**config.mk**
```make
export PLATFORM = sky130hd
export DESIGN_NAME = scan_seq_top
export DESIGN_NICKNAME = d
export VERILOG_FILES = /design/src/rtl/scan_seq_pkg.sv /design/src/rtl/scan_cell_chain.sv /design/src/rtl/scan_integrity_chk.sv /design/src/rtl/scan_seq_ctrl.sv /design/src/rtl/scan_seq_top.sv
export SDC_FILE = /design/constraint.sdc
export NUM_CORES = 1
export LEC_CHECK = 0
export ABC_AREA = 1
export BUFFER_PORTS_ARGS = -buffer_cell sky130_fd_sc_hd__clkbuf_2
export CAP_MARGIN = 20
export CORE_MARGIN = 2
export CORE_UTILIZATION = 51
export CTS_CLUSTER_SIZE = 25
export DETAILED_ROUTE_END_ITERATION = 6
export PLACE_DENSITY = 0.8
export SYNTH_ARGS = -nofsm -noshare
export SYNTH_HDL_FRONTEND = slang
export SYNTH_SLANG_ARGS = --single-unit
```
**constraint.sdc**
```tcl
create_clock -name clk -period 1.44 [get_ports clk]
set_input_delay 0.144 -clock clk [delete_from_list [all_inputs] [get_ports clk]]
set_output_delay 0.144 -clock clk [all_outputs]
set_load 0.01 [all_outputs]
```
**src/rtl/scan_seq_pkg.sv**
```systemverilog
package scan_seq_pkg;

   typedef enum logic [2:0] {
      ST_IDLE,
      ST_CHECK,
      ST_LOAD,
      ST_CAPT,
      ST_UNLOAD,
      ST_FIN
   } seq_state_t;

endpackage

```
**src/rtl/scan_cell_chain.sv**
```systemverilog
module scan_cell_chain #(
   parameter int CHAIN_LEN = 8
) (
   input  logic                 clk,
   input  logic                 rst,
   input  logic                 shift_en,
   input  logic                 ser_in,
   input  logic [CHAIN_LEN-1:0] par_in,
   output logic [CHAIN_LEN-1:0] cells,
   output logic                 ser_out
);

   for (genvar i = 0; i < CHAIN_LEN; i++) begin : g_cell
      logic q;
      logic shift_src;
      if (i == 0) begin : g_head
         assign shift_src = ser_in;
      end else begin : g_body
         assign shift_src = g_cell[i-1].q;
      end
      always_ff @(posedge clk) begin
         if (rst)           q <= 1'b0;
         else if (shift_en) q <= shift_src;
         else               q <= par_in[i];
      end
      assign cells[i] = q;
   end

   assign ser_out = cells[CHAIN_LEN-1];

endmodule

```
**src/rtl/scan_integrity_chk.sv**
```systemverilog
module scan_integrity_chk (
   input  logic clk,
   input  logic rst,
   input  logic launch,
   input  logic cmp_en,
   input  logic ser_out,
   output logic fault
);

   logic exp_bit;

   always_ff @(posedge clk) begin
      if (rst)         exp_bit <= 1'b0;
      else if (launch) exp_bit <= 1'b1;
      else if (cmp_en) exp_bit <= ~exp_bit;
   end

   always_ff @(posedge clk) begin
      if (rst)                              fault <= 1'b0;
      else if (launch)                      fault <= 1'b0;
      else if (cmp_en && ser_out != exp_bit) fault <= 1'b1;
   end

   // a raised flag survives until a new session or reset
   assert_fault_sticky_R5: assert property (@(posedge clk) disable iff (rst)
      (fault && !launch) |=> fault);
   assert_fault_clear_R5: assert property (@(posedge clk) disable iff (rst)
      launch |=> !fault);

endmodule

```
**src/rtl/scan_seq_ctrl.sv**
```systemverilog
module scan_seq_ctrl
   import scan_seq_pkg::*;
#(
   parameter int CHAIN_LEN = 8
) (
   input  logic clk,
   input  logic rst,
   input  logic start,
   input  logic last_pat,
   output logic scan_en,
   output logic done,
   output logic launch,
   output logic cmp_en
);

   localparam int CNT_W = $clog2(CHAIN_LEN + 1);
   localparam logic [CNT_W-1:0] CHK_LAST   = CNT_W'(CHAIN_LEN);
   localparam logic [CNT_W-1:0] SHIFT_LAST = CNT_W'(CHAIN_LEN - 1);

   seq_state_t       state, state_nx;
   logic [CNT_W-1:0] cnt, cnt_nx;
   logic             first_ld, first_ld_nx;

   always_comb begin
      state_nx    = state;
      cnt_nx      = cnt;
      first_ld_nx = first_ld;
      unique case (state)
         ST_IDLE: begin
            if (start) begin
               state_nx = ST_CHECK;
               cnt_nx   = '0;
            end
         end
         ST_CHECK: begin
            if (cnt == CHK_LAST) begin
               state_nx    = ST_LOAD;
               cnt_nx      = '0;
               first_ld_nx = 1'b1;
            end else begin
               cnt_nx = cnt + 1'b1;
            end
         end
         ST_LOAD: begin
            if (cnt == SHIFT_LAST) begin
               state_nx    = ST_CAPT;
               cnt_nx      = '0;
               first_ld_nx = 1'b0;
            end else begin
               cnt_nx = cnt + 1'b1;
            end
         end
         ST_CAPT: begin
            state_nx = last_pat ? ST_UNLOAD : ST_LOAD;
            cnt_nx   = '0;
         end
         ST_UNLOAD: begin
            if (cnt == SHIFT_LAST) begin
               state_nx = ST_FIN;
               cnt_nx   = '0;
            end else begin
               cnt_nx = cnt + 1'b1;
            end
         end
         ST_FIN: state_nx = ST_IDLE;
         default: begin
            state_nx = ST_IDLE;
            cnt_nx   = '0;
         end
      endcase
   end

   always_ff @(posedge clk) begin
      if (rst) begin
         state    <= ST_IDLE;
         cnt      <= '0;
         first_ld <= 1'b0;
      end else begin
         state    <= state_nx;
         cnt      <= cnt_nx;
         first_ld <= first_ld_nx;
      end
   end

   assign scan_en = (state == ST_CHECK) || (state == ST_LOAD) || (state == ST_UNLOAD);
   assign done    = (state == ST_FIN);
   assign launch  = (state == ST_IDLE) && start;
   assign cmp_en  = ((state == ST_CHECK) && (cnt == CHK_LAST)) ||
                    ((state == ST_LOAD) && first_ld);

   // counter stays inside the longest phase
   assert_cnt_bound_R4: assert property (@(posedge clk) disable iff (rst)
      cnt <= CHK_LAST);
   // an accepted start begins shifting at once
   assert_start_shift_R4: assert property (@(posedge clk) disable iff (rst)
      (state == ST_IDLE && start) |=> scan_en);
   // capture never lasts two cycles
   assert_capt_once_R6: assert property (@(posedge clk) disable iff (rst)
      (state == ST_CAPT) |=> (state != ST_CAPT));
   // done is a single-cycle pulse following the unload
   assert_done_pulse_R9: assert property (@(posedge clk) disable iff (rst)
      done |=> !done);
   assert_done_after_unload_R9: assert property (@(posedge clk) disable iff (rst)
      (state == ST_UNLOAD && cnt == SHIFT_LAST) |=> done);

endmodule

```
**src/rtl/scan_seq_top.sv**
```systemverilog
module scan_seq_top #(
   parameter int CHAIN_LEN = 8
) (
   input  logic                 clk,
   input  logic                 rst,
   input  logic                 start,
   input  logic                 last_pat,
   input  logic                 scan_in,
   input  logic [CHAIN_LEN-1:0] func_d,
   output logic [CHAIN_LEN-1:0] func_q,
   output logic                 scan_out,
   output logic                 scan_en,
   output logic                 done,
   output logic                 chain_fault
);

   if (CHAIN_LEN < 2) begin : g_len_check
      $error("scan_seq_top: CHAIN_LEN must be at least 2");
   end

   logic launch;
   logic cmp_en;

   scan_seq_ctrl #(.CHAIN_LEN(CHAIN_LEN)) u_ctrl (
      .clk      (clk),
      .rst      (rst),
      .start    (start),
      .last_pat (last_pat),
      .scan_en  (scan_en),
      .done     (done),
      .launch   (launch),
      .cmp_en   (cmp_en)
   );

   scan_cell_chain #(.CHAIN_LEN(CHAIN_LEN)) u_chain (
      .clk      (clk),
      .rst      (rst),
      .shift_en (scan_en),
      .ser_in   (scan_in),
      .par_in   (func_d),
      .cells    (func_q),
      .ser_out  (scan_out)
   );

   scan_integrity_chk u_integ (
      .clk     (clk),
      .rst     (rst),
      .launch  (launch),
      .cmp_en  (cmp_en),
      .ser_out (scan_out),
      .fault   (chain_fault)
   );

endmodule

```
* Word-level counts from Yosys, hierarchy flattened
Index checks and enable logic that the tools add are counted.
** Storage, ports and cells
- Bits of input ports :: 13
- Register bits :: 18
- Logic and storage cells :: 66
** Operators by class
- Multiplexer cells :: 23
- Equal/unequal tests :: 12
- $add $sub $neg :: 1
- Reduce and logical (&&, ||, !) cells :: 15
- Bitwise operators :: 2
** Operators with widths (count)
- 4-bit case mux with 4 select lines :: 1
- 3-bit two-way mux :: 5
- 3-bit case mux with 5 select lines :: 1
- 1-bit two-way mux :: 12
- 4-bit two-way mux :: 3
- 3-bit by 2-bit == test with 1-bit output (second input constant) :: 2
- 3-bit == test (second input constant) :: 2
- 4-bit by 1-bit adder with 4-bit output (second input constant) :: 1
- 4-bit by 3-bit == test with 1-bit output (second input constant) :: 1
- 4-bit == test (second input constant) :: 1
- 1-bit logical AND :: 4
- 2-bit by 1-bit != test with 1-bit output (second input constant) :: 2
- 2-bit != test (second input constant) :: 2
- 4-bit AND reduction :: 1
- 2-bit nonzero test :: 2
- 2-bit OR reduction :: 2
- 3-bit by 1-bit == test with 1-bit output (second input constant) :: 1
- 3-bit logical NOT :: 1
- 1-bit logical OR :: 3
- 3-bit AND reduction :: 1
- 1-bit NOT :: 2
- 1-bit case mux with 2 select lines :: 1
- 2-bit AND reduction :: 1
- 1-bit != test :: 1

* Depth between registers and ports, before layout
Gate-level depths: netlist of the first run.
- Depth in word-level cells :: 5
- Gate-level depth with buffers :: 9
- Depth with buffers taken out :: 8

* By module
Synthesis of the first run repeated with hierarchy kept, for this count alone.
** Unflattened totals
- Cells, all modules :: 175
- Area, all modules :: 1104.8 um2
** By module, submodules not included
- scan_seq_ctrl :: instances 1, cells an instance 98, seq. area each 160.2 um2, area each 588.1 um2
- scan_cell_chain :: instances 1, cells an instance 59, seq. area each 160.2 um2, area each 401.6 um2
- scan_integrity_chk :: instances 1, cells an instance 18, seq. area each 40.0 um2, area each 115.1 um2

* Worst setup path after synthesis of the first run
Ideal clock, no wire load.
- Kind :: register to register
- Start :: register u_ctrl.state[1]
- End :: register u_ctrl.cnt[1]
- Stages on the path, launching flop included :: 8
- Data arrival time :: 1.072 ns
- Clock period less this slack :: 1.138 ns
- Library setup time :: 0.066 ns
- Path slack :: 0.302 ns
- Cell sequence :: dfxtp_1 buf_6 nor2_2 nand2_2 nand3_4 buf_6 nand2_2 a21oi_2
** On the way
- Cells in the longest elaborated chain, start to end :: 3
** Ends and longest elaborated chain
- start: declaration :: RTL line scan_seq_ctrl.sv:20 : seq_state_t state, state_nx;
- start signal: assignment :: RTL line scan_seq_ctrl.sv:79 : state <= state_nx;
- 3-bit == test, or another cell as far along :: RTL line scan_seq_ctrl.sv:28 : unique case (state)
- 2-bit OR reduction (no line), or another cell as far along
- 4-bit case mux with 4 select lines or 2-bit AND reduction (tied branches)
- end signal: assignment :: RTL line scan_seq_ctrl.sv:80 : cnt <= cnt_nx;
- end: declaration :: RTL line scan_seq_ctrl.sv:21 : logic [CNT_W-1:0] cnt, cnt_nx;
Several ways; a longest one is shown, not always the timed one.
A chain may end at the register's enable or synchronous reset.

* Worst setup path after layout of the first run
- Start :: register u_ctrl.state[0]
- End :: output scan_en
** On the way
- Cells in the longest elaborated chain, start to end :: 3
** Ends and longest elaborated chain
- 3-bit by 1-bit == test with 1-bit output or 3-bit by 2-bit == test with 1-bit output (tied branches) :: RTL line scan_seq_ctrl.sv:85 : assign scan_en = (state == ST_CHECK) || (state == ST_LOAD) || (state == ST_UNLOAD);
- 1-bit logical OR :: RTL line scan_seq_ctrl.sv:85
- 1-bit logical OR (*) :: RTL line scan_seq_ctrl.sv:85
- end: declaration :: RTL line scan_seq_top.sv:12 : output logic scan_en,
Mark *: on every way between the ends. The rest lies on a longest branch, timed or not.

==> flow_summary.json, run 1 <==
{
  "cts_buffers": 3,
  "drtAntennaViolNets": 0,
  "clk_pin_slew_ns": 0.11,
  "syn_inst": 135,
  "cts.sinks": 18,
  "leakagePower_nw": 0.555,
  "cts_buffer_depth": 2,
  "grt_pass1_vias": 802,
  "drtIter0Drc": 17,
  "drive_above_1_share": 0.292,
  "grt_overflow": 0,
  "core_mm2": 0.00178,
  "yosysTopAreaCell": "dfxtp_1",
  "grtUsageMet2": 0.366,
  "fill_cells": 164,
  "initial_utilization": 0.559,
  "synthSimpleGateAreaFrac": 0.287,
  "design_area_mm2": 0.00113,
  "r2r-end": "u_ctrl.state[0]$_SDFFE_PP0P_",
  "r2r_cells": 5,
  "period_share": 0.926,
  "slew_viol_final": 0,
  "yosys_warnings": 0,
  "period_needed_ns": 1.33,
  "hold_buffers": 0,
  "r2r_start": "u_ctrl.cnt[1]$_SDFFE_PP0P_",
  "syn-cell-area_um2": 997,
  "hpwl_um": 1490,
  "grt.busiest_layer": "met2",
  "cp_slowest_stage_delay_ns": 0.39,
  "track_usage": 0.195,
  "startpoint": "u_ctrl.state[0]$_SDFFE_PP0P_",
  "peakVddDrop_uv": 960,
  "power_density_mw_per_mm2": 1940,
  "clock_latency_ns": 0.30,
  "syn_to_final_growth_pct": 13.0,
  "worstMarginPinSlew_ns": 0.352,
  "syn-num-nets": 150,
  "muxShareOfSynthArea": 0,
  "post_drt_wl_per_cell_um": 11.1,
  "cpMaxStageDelayCell": "dfxtp_4",
  "end_kind": "output pin",
  "rsz0062_at_grt": "no",
  "drv_cap": 0,
  "die_x_um": 48.2,
  "diodes": 0,
  "yosysSeqAreaShare": 0.361,
  "slew_headroom": 0.765,
  "regArea_um2": 369,
  "multi_input_area_um2": 485,
  "avgSynthCellArea_um2": 7.39,
  "ys_top_cells_by_area": "dfxtp_1 (36%), nand2_1 (9.0%), a21oi_1 (7.5%), buf_4 (6.0%), inv_1 (6.0%)",
  "yosysTopAreaCellShare": 0.361,
  "required_ns": 1.30,
  "synth_fa_ha_area_frac": 0.0251,
  "nets": 170,
  "grt_max_degree": 13,
  "grt_pass1_wl_um": 3240,
  "fin_skew_ns": 0.00932,
  "arrival_ns": 1.19,
  "crit_path_max_fanout": 6,
  "synth_top_family_by_area": "simple AND/OR/NAND/NOR gates",
  "mostFrequentLayoutCells": "nand2_1 (24), clkbuf_2 (24), inv_1 (16)",
  "gp_congestion": 0.811,
  "final.setup.tns_ns": 0,
  "crit_chain": "inv_1, nand3_4, nand3_4, clkbuf_2",
  "synth_xor_area_frac": 0.0263,
  "synth_cell_types": 24,
  "path_class": "flop to output pin",
  "met1_usage": 0.224,
  "dieArea_mm2": 0.00233,
  "cts_tree": "yes",
  "io_buffers": 24,
  "drtPass1Iterations": 4,
  "grtUsageMet3": 0.0222,
  "finalHoldViolCount": 0,
  "placed_area_mm2": 0.00106,
  "dieHeight_um": 48.2,
  "htreeDepth": 1,
  "synth_compound_gate_area_share": 0.143,
  "viasPerCell": 5.20,
  "r2r_slack_ns": 0.14,
  "root_buffer": "clkbuf_4",
  "outcome": "finished, final reports clean",
  "start_kind": "flop",
  "rows": 15,
  "wirelength_um": 2000,
  "synth-seq-cells": 18,
  "worstSetupEndpoint": "scan_en",
  "num_io_pins": 25,
  "vias": 931,
  "finalSetupViolCount": 0,
  "fmax_mhz": 750,
  "hold_class": "primary input to flop",
  "antenna_found_initial": 0,
  "remaining_drc_errors": 0,
  "crit_top_cell": "nand3_4"
}
final cells by class:
| cell class | instances | area share |
|---|---|---|
| tap | 25 | 0.0277 |
| sequential | 18 | 0.327 |
| inverter | 18 | 0.0622 |
| timing repair buffer | 26 | 0.120 |
| clock buffer | 4 | 0.0322 |
| multi-input combinational | 88 | 0.431 |
worst max-delay path: cells and delay by family (launching register included):
family / cells / cell delay [ns]
and+or+nand+nor: 2 / 0.21
buffers and inverters: 2 / 0.29
DFF: 1 / 0.39
metrics by stage:
step	power [mW]	instances	hold WS, ns	util	setup WS (ns)
after floorplan	1.70	135	0.206	-	0.302
after global placement	1.75	173	0.362	0.596	0.173
after detailed placement	1.78	173	0.374	0.596	0.121
after CTS	2.20	179	0.0579	0.632	0.0974
after global routing	2.38	179	0.0896	0.632	0.0142
final	2.18	179	0.0525	0.632	0.107
layer usage:
layer	up-vias	routed length, um
li1	475	-
met1	423	833
met2	29	1030
met3	4	109
met4	0	24
met5	-	0
worst min-delay path by stage:
stage | slack (ns) | to | start | cells after the start
after global placement | 0.36 | u_chain.g_cell[0].q$_SDFF_PP0_ | scan_in | 3
after floorplan | 0.21 | u_ctrl.cnt[1]$_SDFFE_PP0P_ | rst | 1
after detailed placement | 0.37 | u_chain.g_cell[0].q$_SDFF_PP0_ | scan_in | 3
after CTS | 0.06 | u_chain.g_cell[0].q$_SDFF_PP0_ | scan_in | 3
after global routing | 0.09 | u_chain.g_cell[0].q$_SDFF_PP0_ | scan_in | 3
final | 0.05 | u_chain.g_cell[0].q$_SDFF_PP0_ | scan_in | 3
report_power, final:
part | switching (mW) | internal, mW
Sequential | 0.148 | 0.656
Clock | 0.169 | 0.154
Combinational | 0.626 | 0.430
Total | 0.943 | 1.24
state kept, by name (all words and copies together), names as in the netlist:
signal,cells
u_chain.ser_out,1
u_ctrl.cnt,4
u_integ.fault,1
u_ctrl.state,3
u_ctrl.first_ld,1
u_chain.g_cell.q,7
u_integ.exp_bit,1
cells in the mapped netlist:
master / n
inv_4: 1
o21ai_0: 8
o21ai_1: 1
nand3_2: 2
nor3_1: 1
a31oi_1: 1
buf_6: 2
nand2_2: 3
o211ai_1: 1
nand3_1: 10
buf_4: 8
dfxtp_1: 18
a21oi_1: 15
inv_2: 1
nand2_1: 24
nor2_1: 8
nand3_4: 2
clkbuf_1: 1
a21oi_2: 1
xor2_1: 3
nor2_2: 2
nand4_1: 4
ha_1: 2
inv_1: 16
timing repair:
action / CTS / global route
endpoints found under the hold margin: 0 / 0
setup buffers: 2 / 0
gates resized for setup: 6 / 0
endpoints found under the setup margin: 1 / 0
cells by family after synthesis:
family,count (synthesis)
AOI/OAI and AO/OA,27
xor gates and xnor gates,3
adders and majority gates,2
buffers and inverters,29
DFF,18
and+or+nand+nor,56
(Power assumes the default switching activity.)
==> run 2: changes to the inputs <==
--- a/config.mk
+++ b/config.mk
@@ -9,10 +9,11 @@
 export BUFFER_PORTS_ARGS = -buffer_cell sky130_fd_sc_hd__clkbuf_2
 export CAP_MARGIN = 20
 export CORE_MARGIN = 2
-export CORE_UTILIZATION = 51
+export CORE_UTILIZATION = 52
+export CTS_BUF_LIST = sky130_fd_sc_hd__clkbuf_4
 export CTS_CLUSTER_SIZE = 25
 export DETAILED_ROUTE_END_ITERATION = 6
-export PLACE_DENSITY = 0.8
+export PLACE_DENSITY = 0.81
 export SYNTH_ARGS = -nofsm -noshare
 export SYNTH_HDL_FRONTEND = slang
 export SYNTH_SLANG_ARGS = --single-unit
==> flow_summary.json, run 2 (same netlist as run 1, synthesis figures left out) <==
{
  "outcome": "finished, final reports clean",
  "r2r_cells": 8,
  "num_io_pins": 25,
  "period_needed_ns": 1.31,
  "grt_pass1_wl_um": 3150,
  "io_buffers": 24,
  "slew_viol_final": 0,
  "drive_above_1_share": 0.281,
  "cts_buffer_depth": 2,
  "root_buffer": "clkbuf_4",
  "drtIter0Drc": 16,
  "dp.cells": 173,
  "crit_chain": "inv_1, nand3_4, nand3_4, clkbuf_2",
  "track_usage": 0.197,
  "syn_to_final_growth_pct": 11.0,
  "cp_num_buf_inv": 2,
  "regMostFlops": "u_chain.g_cell.q",
  "whs_ns": 0.0473,
  "path_class": "flop to output pin",
  "drtAntennaViolNets": 0,
  "post-route-util": 0.628,
  "slew_headroom": 0.766,
  "drv_cap": 0,
  "dieHeight_um": 47.8,
  "fill_cells": 180,
  "power_density_mw_per_mm2": 1890,
  "dieArea_mm2": 0.00228,
  "wirelength_um": 1890,
  "leakagePower_nw": 0.544,
  "finalHoldViolCount": 0,
  "rows": 15,
  "diodes": 0,
  "viasPerCell": 5.10,
  "remaining_drc_errors": 0,
  "hpwl_um": 1400,
  "mostFrequentLayoutCells": "nand2_1 (24), clkbuf_2 (24), inv_1 (16)",
  "die_x_um": 47.8,
  "finalNonFillerCells": 178,
  "grt_overflow": 0,
  "crit_family": "flip-flops",
  "fin_skew_ns": 0.00176,
  "htreeDepth": 1,
  "grt_max_degree": 18,
  "start_kind": "flop",
  "cts_tree": "yes",
  "antenna_found_initial": 0,
  "nets": 169,
  "drtPass1Iterations": 4,
  "hold_class": "primary input to flop",
  "fmax_mhz": 765,
  "arrival_ns": 1.16,
  "core_mm2": 0.00176,
  "cpMaxStageDelayCell": "dfxtp_4",
  "cp_slowest_stage_delay_ns": 0.38,
  "post_drt_wl_per_cell_um": 10.6,
  "p_total_mw": 2.10,
  "cts.sinks": 18,
  "period_share": 0.908,
  "largest_reg_flops": 7,
  "timing.critical_path.depth": 4,
  "clk_pin_slew_ns": 0.10,
  "gp_congestion": 0.848,
  "final.setup.tns_ns": 0,
  "rsz0062_at_grt": "no",
  "grt_pass1_vias": 771,
  "end_kind": "output pin",
  "worstMarginPinSlew_ns": 0.348,
  "whs_path_depth": 3,
  "vias": 908,
  "reg_top3": "u_chain.g_cell.q (7), u_ctrl.cnt (4), u_ctrl.state (3)",
  "finalSetupViolCount": 0,
  "peakVddDrop_uv": 992,
  "cts_buffers": 3,
  "crit_top_cell": "nand3_4",
  "required_ns": 1.30,
  "clock_latency_ns": 0.30,
  "initial_utilization": 0.565,
  "crit_path_max_fanout": 6
}
[run 2: changes by cell type in the layout (fill, tap and decap cells not counted), sizes merged]
cell,delta
clkbuf,-1
clkinv,+1
buf,-1
[run 2: tightest hold or removal path: stages]
cell and delay, ns:
clkbuf_2 0.08, inv_1 0.04, a21oi_1 0.05
[run 2: final timing paths]
| path | end | start | slack, ns |
|---|---|---|---|
| setup / recovery | scan_en | u_ctrl.state[0]$_SDFFE_PP0P_ | 0.13 |
| hold / removal | u_chain.g_cell[0].q$_SDFF_PP0_ | scan_in | 0.05 |
| setup reg to reg | u_integ.exp_bit$_SDFFE_PP0P_ | u_ctrl.cnt[0]$_SDFFE_PP0P_ | 0.17 |
| hold reg to reg | u_chain.g_cell[4].q$_SDFF_PP0_ | u_chain.g_cell[3].q$_SDFF_PP0_ | 0.45 |
[run 2: metrics by stage]
| stage | instance area, um^2 | setup slack [ns] |
|---|---|---|
| final | 1110 | 0.132 |
| after global routing | 1110 | 0.0255 |
| after CTS | 1110 | 0.134 |
| after detailed placement | 1060 | 0.137 |
| after global placement | 1060 | 0.181 |
| after floorplan | 997 | 0.302 |
[run 2: power by group]
part / switching, mW / internal (mW)
Sequential: 0.150 / 0.657
Clock: 0.154 / 0.101
Combinational: 0.629 / 0.405
Total: 0.933 / 1.16
[run 2: timing repair]
| item | 4_1_cts | 5_1_grt |
|---|---|---|
| endpoints found under the hold margin | 0 | 0 |
| hold buffers | 0 | 0 |
| setup endpoints to repair | 1 | 0 |
| resized for setup | 5 | 0 |
| setup buffers | 1 | 0 |
[run 2: metal layers]
metal	track usage	part of all wire	up-vias
met2	0.333	0.50	12
met3	0.0340	0.029	5
met4	0.114	0.026	0
li1	-	-	471
met1	0.232	0.44	420
met5	0	0	-
[run 2: cell type report]
cell class	instances	area, um^2	share of cell area
clock buffers	3	22.5	0.0203
clock inverters	1	3.75	0.00339
repair buffers	25	128	0.115
flip-flops and latches	18	367	0.331
multi-input cells	88	485	0.438
well taps	25	31.3	0.0282
inverters	18	70.1	0.0633
==> run 3: changes to the inputs <==
--- a/config.mk
+++ b/config.mk
@@ -13,7 +13,8 @@
 export CTS_BUF_LIST = sky130_fd_sc_hd__clkbuf_4
 export CTS_CLUSTER_SIZE = 25
 export DETAILED_ROUTE_END_ITERATION = 6
-export PLACE_DENSITY = 0.81
+export PLACE_DENSITY = 0.82
+export REMOVE_ABC_BUFFERS = 1
 export SYNTH_ARGS = -nofsm -noshare
 export SYNTH_HDL_FRONTEND = slang
 export SYNTH_SLANG_ARGS = --single-unit
==> flow_summary.json, run 3 (same netlist as run 1, synthesis figures left out) <==
{
  "regMostFlops": "u_chain.g_cell.q",
  "track_usage": 0.197,
  "required_ns": 1.30,
  "fin_skew_ns": 0.00595,
  "fmax_mhz": 766,
  "outcome": "finished, final reports clean",
  "dieHeight_um": 47.8,
  "cts_tree": "yes",
  "clock_latency_ns": 0.29,
  "post-route-util": 0.626,
  "largest_reg_flops": 7,
  "nets": 169,
  "worstSetupEndpoint": "scan_en",
  "final.setup.tns_ns": 0,
  "worstMarginPinSlew_ns": 0.355,
  "wirelength_um": 1960,
  "start_kind": "flop",
  "end_kind": "output pin",
  "grt_overflow": 0,
  "syn_to_final_growth_pct": 10.8,
  "viasPerCell": 5.12,
  "crit_path_max_fanout": 8,
  "startpoint": "u_ctrl.state[1]$_SDFFE_PP0P_",
  "num_io_pins": 25,
  "drv_cap": 0,
  "finalHoldViolCount": 0,
  "slew_viol_final": 0,
  "placed_area_mm2": 0.00106,
  "vias": 912,
  "r2r-end": "u_ctrl.cnt[0]$_SDFFE_PP0P_",
  "finalSetupViolCount": 0,
  "diodes": 0,
  "cts.sinks": 18,
  "r2r_cells": 6,
  "r2r_slack_ns": 0.16,
  "peakVddDrop_uv": 870,
  "period_share": 0.907,
  "dieArea_mm2": 0.00228,
  "rows": 15,
  "period_needed_ns": 1.31,
  "hold_class": "primary input to flop",
  "drtAntennaViolNets": 0,
  "clk_pin_slew_ns": 0.10,
  "drtPass1Iterations": 4,
  "grt_pass1_wl_um": 3130,
  "slew_headroom": 0.762,
  "r2r_start": "u_ctrl.cnt[1]$_SDFFE_PP0P_",
  "cts_buffer_depth": 2,
  "die_x_um": 47.8,
  "post_drt_wl_per_cell_um": 11.0,
  "mostFrequentLayoutCells": "nand2_1 (24), clkbuf_2 (24), inv_1 (16)",
  "antenna_found_initial": 0,
  "io_buffers": 24,
  "whs_path_depth": 3,
  "core_mm2": 0.00176,
  "hpwl_um": 1510,
  "drtIter0Drc": 16,
  "timing.final.ws_setup_ns": 0.134,
  "leakagePower_nw": 0.543,
  "grt_max_degree": 18,
  "place_ws_ns": 0.102,
  "gp_congestion": 0.901,
  "drive_above_1_share": 0.281,
  "arrival_ns": 1.16,
  "design_area_mm2": 0.00110,
  "htreeDepth": 1,
  "remaining_drc_errors": 0,
  "initial_utilization": 0.565,
  "rsz0062_at_grt": "no",
  "reg_top3": "u_chain.g_cell.q (7), u_ctrl.cnt (4), u_ctrl.state (3)",
  "cts_buffers": 3,
  "hold_buffers": 0,
  "grt_pass1_vias": 818,
  "root_buffer": "clkbuf_4",
  "power_density_mw_per_mm2": 1900,
  "path_class": "flop to output pin"
}
[run 3: how the worst min path moves through the flow]
stage	start	end	slack (ns)
2_1_floorplan	rst	u_ctrl.cnt[1]$_SDFFE_PP0P_	0.21
3_3_place_gp	scan_in	u_chain.g_cell[0].q$_SDFF_PP0_	0.37
3_5_place_dp	scan_in	u_chain.g_cell[0].q$_SDFF_PP0_	0.38
4_1_cts	scan_in	u_chain.g_cell[0].q$_SDFF_PP0_	0.07
5_1_grt	scan_in	u_chain.g_cell[0].q$_SDFF_PP0_	0.08
6_report	scan_in	u_chain.g_cell[0].q$_SDFF_PP0_	0.06
[run 3: critical path: stages, from the launching register on]
cell and delay (ns):
dfxtp_2 0.40, nor2_4 0.16, nand2_2 0.09, nand3_4 0.09, clkbuf_2 0.13
[run 3: report_power, final]
group	switching, mW	total [mW]	internal (mW)
clock network	0.151	0.252	0.101
registers	0.149	0.801	0.652
logic	0.640	1.04	0.405
[run 3: timing repair]
action                     4_1_cts  5_1_grt
setup buffers                    1        0
setup endpoints to repair        1        0
gates resized for setup          4        0
[run 3: area by class of cell]
class | count | area, um^2
clock inverters | 1 | 3.75
repair buffers | 25 | 128
well taps | 25 | 31.3
flip-flops and latches | 18 | 364
inverters | 18 | 70.1
multi-input cells | 88 | 485
clock buffers | 3 | 22.5
fillers | 167 | 659
[run 3: stage by stage]
stage          power (mW)  hold WS (ns)  std cells
6_report             2.10        0.0615        178
4_1_cts              2.10        0.0655        178
3_5_place_dp         1.80         0.379        173
2_1_floorplan        1.50         0.206        124
3_3_place_gp         1.76         0.366        173
5_1_grt              2.28        0.0781        178
[run 3: routing by layer]
| layer | wire length, um | vias to the layer above | part of all wire | track usage |
|---|---|---|---|---|
| met2 | 974 | 23 | 0.50 | 0.328 |
| met3 | 59 | 4 | 0.030 | 0.0377 |
| met4 | 40 | 0 | 0.020 | 0.141 |
| met5 | 0 | - | 0 | 0 |
| li1 | - | 471 | - | - |
| met1 | 881 | 414 | 0.45 | 0.223 |
